### src/rtl/dma_stat_pkg.sv
package dma_stat_pkg;

  typedef enum logic [1:0] {
    UNIT_1B  = 2'd0,
    UNIT_2B  = 2'd1,
    UNIT_4B  = 2'd2,
    UNIT_RSV = 2'd3
  } unit_e;

  typedef enum logic [1:0] {
    PORT_8   = 2'd0,
    PORT_16  = 2'd1,
    PORT_32  = 2'd2,
    PORT_RSV = 2'd3
  } port_e;

  // clear mask bit positions
  localparam int CLR_NORM = 0;
  localparam int CLR_ABRT = 1;
  localparam int CLR_BSRC = 2;
  localparam int CLR_BDST = 3;
  localparam int CLR_W    = 4;

  function automatic logic [2:0] unit_bytes(input logic [1:0] code);
    case (code)
      UNIT_1B: unit_bytes = 3'd1;
      UNIT_2B: unit_bytes = 3'd2;
      UNIT_4B: unit_bytes = 3'd4;
      default: unit_bytes = 3'd4;
    endcase
  endfunction

endpackage

### src/rtl/dma_cfg_check.sv
module dma_cfg_check
  import dma_stat_pkg::*;
#(
  parameter int CNT_W  = 16,
  parameter int ADDR_W = 32
) (
  input  logic [CNT_W-1:0]  count,
  input  logic [ADDR_W-1:0] src,
  input  logic [ADDR_W-1:0] dst,
  input  logic [1:0]        unit,
  input  logic [1:0]        port,
  output logic              fault
);

  logic [1:0] low_mask;
  logic       zero_cnt, cnt_odd, src_odd, dst_odd, pair_bad;

  always_comb begin
    low_mask = unit_bytes(unit)[1:0] - 2'd1;
    zero_cnt = (count == '0);
    cnt_odd  = (count[1:0] & low_mask) != 2'b00;
    src_odd  = (src[1:0] & low_mask) != 2'b00;
    dst_odd  = (dst[1:0] & low_mask) != 2'b00;
    // codes are ordered by width, so a numeric compare finds a unit wider than the port
    pair_bad = (unit == UNIT_RSV) || (port == PORT_RSV) || (unit > port);
    fault    = zero_cnt || cnt_odd || src_odd || dst_odd || pair_bad;
  end

endmodule

### src/rtl/dma_chan_status.sv
module dma_chan_status
  import dma_stat_pkg::*;
#(
  parameter int CNT_W = 16
) (
  input  logic              clk,
  input  logic              rst_n,
  input  logic [CNT_W-1:0]  count,
  input  logic [1:0]        unit,
  input  logic              fault,
  input  logic              start,
  input  logic              step,
  input  logic              be_src,
  input  logic              be_dst,
  input  logic              clr_en,
  input  logic [CLR_W-1:0]  clr_bits,
  input  logic              ie_norm,
  input  logic              ie_abrt,
  output logic              active,
  output logic              f_norm,
  output logic              f_abrt,
  output logic              f_bsrc,
  output logic              f_bdst,
  output logic              irq
);

  logic [CNT_W-1:0] rem_q;
  logic [1:0]       unit_q;
  logic [CNT_W-1:0] ub;
  logic             start_ok, start_bad, be_hit, last_step, take_step;
  logic [CLR_W-1:0] clr_hit;

  always_comb begin
    ub        = CNT_W'(unit_bytes(unit_q));
    start_ok  = start && !active && !fault;
    start_bad = start && !active && fault;
    be_hit    = active && (be_src || be_dst);
    take_step = active && step && !be_hit;
    last_step = take_step && (rem_q == ub);
    clr_hit   = clr_en ? clr_bits : '0;
  end

  always_ff @(posedge clk) begin
    if (!rst_n) begin
      active <= 1'b0;
      rem_q  <= '0;
      unit_q <= UNIT_1B;
      f_norm <= 1'b0;
      f_abrt <= 1'b0;
      f_bsrc <= 1'b0;
      f_bdst <= 1'b0;
    end else begin
      if (be_hit || last_step) begin
        active <= 1'b0;
      end else if (start_ok) begin
        active <= 1'b1;
      end
      if (start_ok) begin
        rem_q  <= count;
        unit_q <= unit;
      end else if (take_step) begin
        rem_q  <= rem_q - ub;
      end
      // a flag being set wins over a clear in the same cycle
      f_norm <= last_step                 || (f_norm && !clr_hit[CLR_NORM]);
      f_abrt <= start_bad || be_hit       || (f_abrt && !clr_hit[CLR_ABRT]);
      f_bsrc <= (active && be_src)        || (f_bsrc && !clr_hit[CLR_BSRC]);
      f_bdst <= (active && be_dst)        || (f_bdst && !clr_hit[CLR_BDST]);
    end
  end

  assign irq = (ie_norm && f_norm) || (ie_abrt && f_abrt);

  AST_GOOD_START_RUNS: assert property (@(posedge clk) disable iff (!rst_n)
    start && !active && !fault |=> active);
  AST_NORM_ONLY_FROM_RUN: assert property (@(posedge clk) disable iff (!rst_n)
    $rose(f_norm) |-> $past(active));
  AST_BAD_START_STAYS_IDLE: assert property (@(posedge clk) disable iff (!rst_n)
    start && !active && fault |=> !active && f_abrt);
  AST_RUN_COUNT_ALIGNED: assert property (@(posedge clk) disable iff (!rst_n)
    active |-> ((rem_q[1:0] & (ub[1:0] - 2'd1)) == 2'b00) && rem_q != '0);
  AST_BUSERR_ENDS_RUN: assert property (@(posedge clk) disable iff (!rst_n)
    active && (be_src || be_dst) |=> !active && f_abrt);
  AST_IDLE_BUSERR_IGNORED: assert property (@(posedge clk) disable iff (!rst_n)
    !active && !f_bsrc && be_src |=> !f_bsrc);
  AST_SET_BEATS_CLEAR: assert property (@(posedge clk) disable iff (!rst_n)
    active && be_dst && clr_en && clr_bits[CLR_BDST] |=> f_bdst);
  AST_QUIET_IRQ: assert property (@(posedge clk) disable iff (!rst_n)
    !f_norm && !f_abrt |-> !irq);
  AST_BUSY_START_IGNORED: assert property (@(posedge clk) disable iff (!rst_n)
    active && start && !step && !be_src && !be_dst |=> active && $stable(rem_q));

endmodule

### src/rtl/dma_status_unit.sv
module dma_status_unit
  import dma_stat_pkg::*;
#(
  parameter int NUM_CH = 4,
  parameter int CNT_W  = 16,
  parameter int ADDR_W = 32
) (
  input  logic                     clk,
  input  logic                     rst_n,
  input  logic [NUM_CH*CNT_W-1:0]  cfg_count,
  input  logic [NUM_CH*ADDR_W-1:0] cfg_src,
  input  logic [NUM_CH*ADDR_W-1:0] cfg_dst,
  input  logic [NUM_CH*2-1:0]      cfg_unit,
  input  logic [NUM_CH*2-1:0]      cfg_port,
  input  logic [NUM_CH-1:0]        start,
  input  logic [NUM_CH-1:0]        xfer_step,
  input  logic [NUM_CH-1:0]        berr_src,
  input  logic [NUM_CH-1:0]        berr_dst,
  input  logic [NUM_CH-1:0]        clr_en,
  input  logic [NUM_CH*4-1:0]      clr_bits,
  input  logic [NUM_CH-1:0]        ie_normal,
  input  logic [NUM_CH-1:0]        ie_abort,
  output logic [NUM_CH-1:0]        ch_active,
  output logic [NUM_CH-1:0]        st_normal,
  output logic [NUM_CH-1:0]        st_abort,
  output logic [NUM_CH-1:0]        st_berr_src,
  output logic [NUM_CH-1:0]        st_berr_dst,
  output logic [NUM_CH-1:0]        irq
);

  logic [NUM_CH-1:0] fault;

  for (genvar c = 0; c < NUM_CH; c++) begin : g_ch
    dma_cfg_check #(.CNT_W(CNT_W), .ADDR_W(ADDR_W)) i_check (
      .count (cfg_count[c*CNT_W +: CNT_W]),
      .src   (cfg_src[c*ADDR_W +: ADDR_W]),
      .dst   (cfg_dst[c*ADDR_W +: ADDR_W]),
      .unit  (cfg_unit[c*2 +: 2]),
      .port  (cfg_port[c*2 +: 2]),
      .fault (fault[c])
    );

    dma_chan_status #(.CNT_W(CNT_W)) i_chan (
      .clk      (clk),
      .rst_n    (rst_n),
      .count    (cfg_count[c*CNT_W +: CNT_W]),
      .unit     (cfg_unit[c*2 +: 2]),
      .fault    (fault[c]),
      .start    (start[c]),
      .step     (xfer_step[c]),
      .be_src   (berr_src[c]),
      .be_dst   (berr_dst[c]),
      .clr_en   (clr_en[c]),
      .clr_bits (clr_bits[c*CLR_W +: CLR_W]),
      .ie_norm  (ie_normal[c]),
      .ie_abrt  (ie_abort[c]),
      .active   (ch_active[c]),
      .f_norm   (st_normal[c]),
      .f_abrt   (st_abort[c]),
      .f_bsrc   (st_berr_src[c]),
      .f_bdst   (st_berr_dst[c]),
      .irq      (irq[c])
    );
  end

  AST_RESET_QUIET: assert property (@(posedge clk)
    !rst_n |=> ch_active == '0 && st_abort == '0 && st_normal == '0);

endmodule

### config.mk
export PLATFORM = sky130hd
export DESIGN_NAME = dma_status_unit
export DESIGN_NICKNAME = d
export VERILOG_FILES = /design/src/rtl/dma_stat_pkg.sv /design/src/rtl/dma_cfg_check.sv /design/src/rtl/dma_chan_status.sv /design/src/rtl/dma_status_unit.sv
export SDC_FILE = /design/constraint.sdc
export NUM_CORES = 1
export LEC_CHECK = 0
export ABC_AREA = 1
export BUFFER_PORTS_ARGS = -buffer_cell sky130_fd_sc_hd__buf_2
export CAP_MARGIN = 20
export CORE_AREA = 2 2 159 161
export CTS_BUF_LIST = sky130_fd_sc_hd__clkbuf_16
export DETAILED_ROUTE_END_ITERATION = 10
export DIE_AREA = 0 0 161 163
export HOLD_SLACK_MARGIN = 0.12
export PLACE_DENSITY_LB_ADDON = 0.2
export SLEW_MARGIN = 10
export SYNTH_ARGS = -nofsm -noshare
export SYNTH_HDL_FRONTEND = slang
export SYNTH_SLANG_ARGS = --single-unit
export TNS_END_PERCENT = 5
### constraint.sdc
create_clock -name clk -period 1.8 [get_ports clk]
set_input_delay 0.36 -clock clk [delete_from_list [all_inputs] [get_ports clk]]
set_output_delay 0.36 -clock clk [all_outputs]
set_load 0.02 [all_outputs]
==> metrics.txt <==
Root Driver clkbuf_16; Yosys reg bits 92; post-route met1 wirelength 11.0 mm; clk_lat worst skew 0.35 ns; die area 26200 µm²; reg2reg setup slack 0.01 ns; Die H 163 µm; DR pass1 iterations 5; Post-synth top flop dfxtp_1; final wirelength 22.9 mm; RSZ-0062 raised after global routing yes; highest routed layer met4; Period Utilization, post-route 0.995; ys async rst share 0; vias per cell 4.44; max_slew headroom 0.729; Crit-path slowest cell fa_2; initial antenna violation count 4; number of distinct library cells after synthesis 37; skew final 0.0105 ns; Cells after DPL 1665; Worst-Margin Slew 0.405 ns; Net Switching 1.94 mW; final hold vios 0; port buffer count 165; dpl hpwl 18.2 mm; drt drc 0; Placeable Area 24700 µm²; clock buffer depth 2; Layout area overhead 35.9%; Synth Area in Simple Gates 0.462; commonest non-fill, non-tap cell in the layout nand2_1; Syn Std Cell Area 6740 µm²; critical path data required time 2.04 ns; Worst setup SP type flop; largest net degree at the start of global routing 31; Layout Cell Area excl Fill 9170 µm²; Finish-stage setup viols 0; Crit path buffers/inverters 1; Overall Power 6.15 mW; area post-placement 8350 µm²; # H-tree levels 3; CTS tree built; endpoint class of the critical path flop; commonest cells after routing, fill and taps aside nand2_1, nor2_1, buf_2; fmax 0.559 GHz; sequential power share 0.354; Slew Viols, Final 0; GRT Total Usage 0.174; total gr overflow 0; mux cell area share after synthesis 0; worst endpoint data arrival time 2.03 ns; met3 WL 1.14 mm; Synthesized Nets 1543; vias in the first global route 7147; Synth Area in Adders 0.0490; Static Leak 4.63 nW; routability cong. 0.831; row cnt 58; critical path type reg2reg; Num Clock Sinks 92; Comb power frac 0.286; Mapped Cells 1137; Power Internal 4.21 mW; setup tns final 0 ns; CP Max Fanout 3; Compound-Gate Fraction of Synth Area 0.0759; Cell Pwr Density 671 nW/µm²; Ys Warns 0; Synth Area in XOR/XNOR 0.0117; number of max-cap violations 0; clk slew on worst S/H paths 0.07 ns; Wirelength per Cell 13.5 µm; post-synthesis sequential area ratio 0.273; min cycle time layout 1.79 ns; 1st-iter DRT viols 318; status complete, no violations; cell class contributing the biggest share of worst-path delay adder cells; Worst path max stage delay 0.37 ns; combinational family with the most area after synthesis simple AND/OR/NAND/NOR gates; clock share of power 0.359; I/O pin count 406; CTS buffer count 9; Min Hold Slack 0.263 ns; Net Sw Frac 0.316; fin cells 1691; VDD IR max 424 µV; EDFF count, synth 0; syn avg cell area 5.93 µm²; wire length on met2 10.4 mm; Hold WC Path Type in2reg; worst-path cell chain nor2_4 > ha_4 > fa_2 > o21ai_2 > buf_6 > nor2_4 > nand2_2 > nand2_1 > nand2_1 > o21ai_1 > nor2_1 > nor2_1; Die W 161 µm; final net count 1758; routed via count 7515; share of cells above drive strength 1 0.279; initial core utilization 0.273; first-pass GRT wire length 36.5 mm; antenna-violating nets left 0
[path summary, 6_finish.rpt]
check,startpoint,end,cells after the start
min,clr_bits[14],g_ch[3].i_chan.f_bsrc,4
max reg2reg,g_ch[0].i_chan.unit_q[1],g_ch[0].i_chan.rem_q[10],12
min reg2reg,g_ch[3].i_chan.f_bsrc,g_ch[3].i_chan.f_bsrc,2
max,g_ch[0].i_chan.unit_q[1],g_ch[0].i_chan.rem_q[10],12
[cell families (layout without fill, tap and decap cells)]
logic type	Yosys count	count (layout)
and+or+nand+nor	717	717
other	0	4
buffers and inverters	201	421
DFF	92	92
xor gates and xnor gates	9	9
adders and majority gates	24	24
AOI/OAI and AO/OA	94	94
[cell type report]
| type | instances | area [µm²] |
|---|---|---|
| Clock inverter | 7 | 106 |
| Fill cell | 2770 | 15500 |
| Multi-Input combinational cell | 844 | 4440 |
| Sequential cell | 92 | 1860 |
| Antenna cell | 4 | 10.0 |
| Timing Repair Buffer | 255 | 1550 |
| Tap cell | 330 | 413 |
| Clock buffer | 9 | 225 |
| Inverter | 150 | 566 |
[metrics by stage]
step                      worst slack, ns  utilization
after global placement             -0.128        0.338
after detailed placement           -0.163        0.338
after global routing               -0.107        0.371
final                             0.00976        0.372
after floorplan                   -0.0191            -
after CTS                         -0.0342        0.356
[registers in the layout, summed over array words and instances (netlist names)]
signal,cells
g_ch.i_chan.unit_q,8
g_ch.i_chan.f_norm,4
g_ch.i_chan.f_bsrc,4
g_ch.i_chan.rem_q,64
g_ch.i_chan.f_abrt,4
g_ch.i_chan.active,4
g_ch.i_chan.f_bdst,4
[synthesized netlist by cell type, drive strengths merged, types with 4 or more instances]
cell type | instances | area [µm²]
nand2 | 287 | 1080
nor2 | 242 | 960
inv | 148 | 556
nand3 | 106 | 563
dfxtp | 92 | 1840
nand4 | 58 | 363
a21oi | 47 | 235
buf | 39 | 258
o21ai | 33 | 165
ha | 20 | 250
clkbuf | 12 | 45.0
or2 | 10 | 62.6
o21bai | 8 | 63.8
xor2 | 8 | 70.1
nor3 | 6 | 30.0
a22o | 4 | 35.0
fa | 4 | 80.1
nand3b | 4 | 30.0
[power groups by stage]
stage	sequential, mW	clock, mW	combinational, mW
after global routing	2.19	2.38	2.00
after floorplan	2.20	0	0.968
after CTS	2.18	2.31	1.60
after global placement	2.22	0	1.55
after detailed placement	2.22	0	1.56
final	2.18	2.21	1.76
[routing by layer]
metal | vias up | global-route usage
met4 | 0 | 0.0422
met3 | 19 | 0.0418
met1 | 3322 | 0.233
met5 | - | 0
li1 | 4039 | -
met2 | 135 | 0.284
[tightest hold or removal path, cell delays in order]
cell and delay (ns):
buf_2 0.07, nand2_1 0.04, nand2_1 0.05, a21oi_1 0.05
[what timing repair did]
action                                  in CTS  in global routing
buffers inserted                             2                  4
endpoints found under the setup margin      34                 55
hold buffers                                 0                  0
pin swaps                                    6                 49
hold endpoints to repair                     0                  0
gates resized for setup                     27                 98
Power figures use the tool's default switching activity.
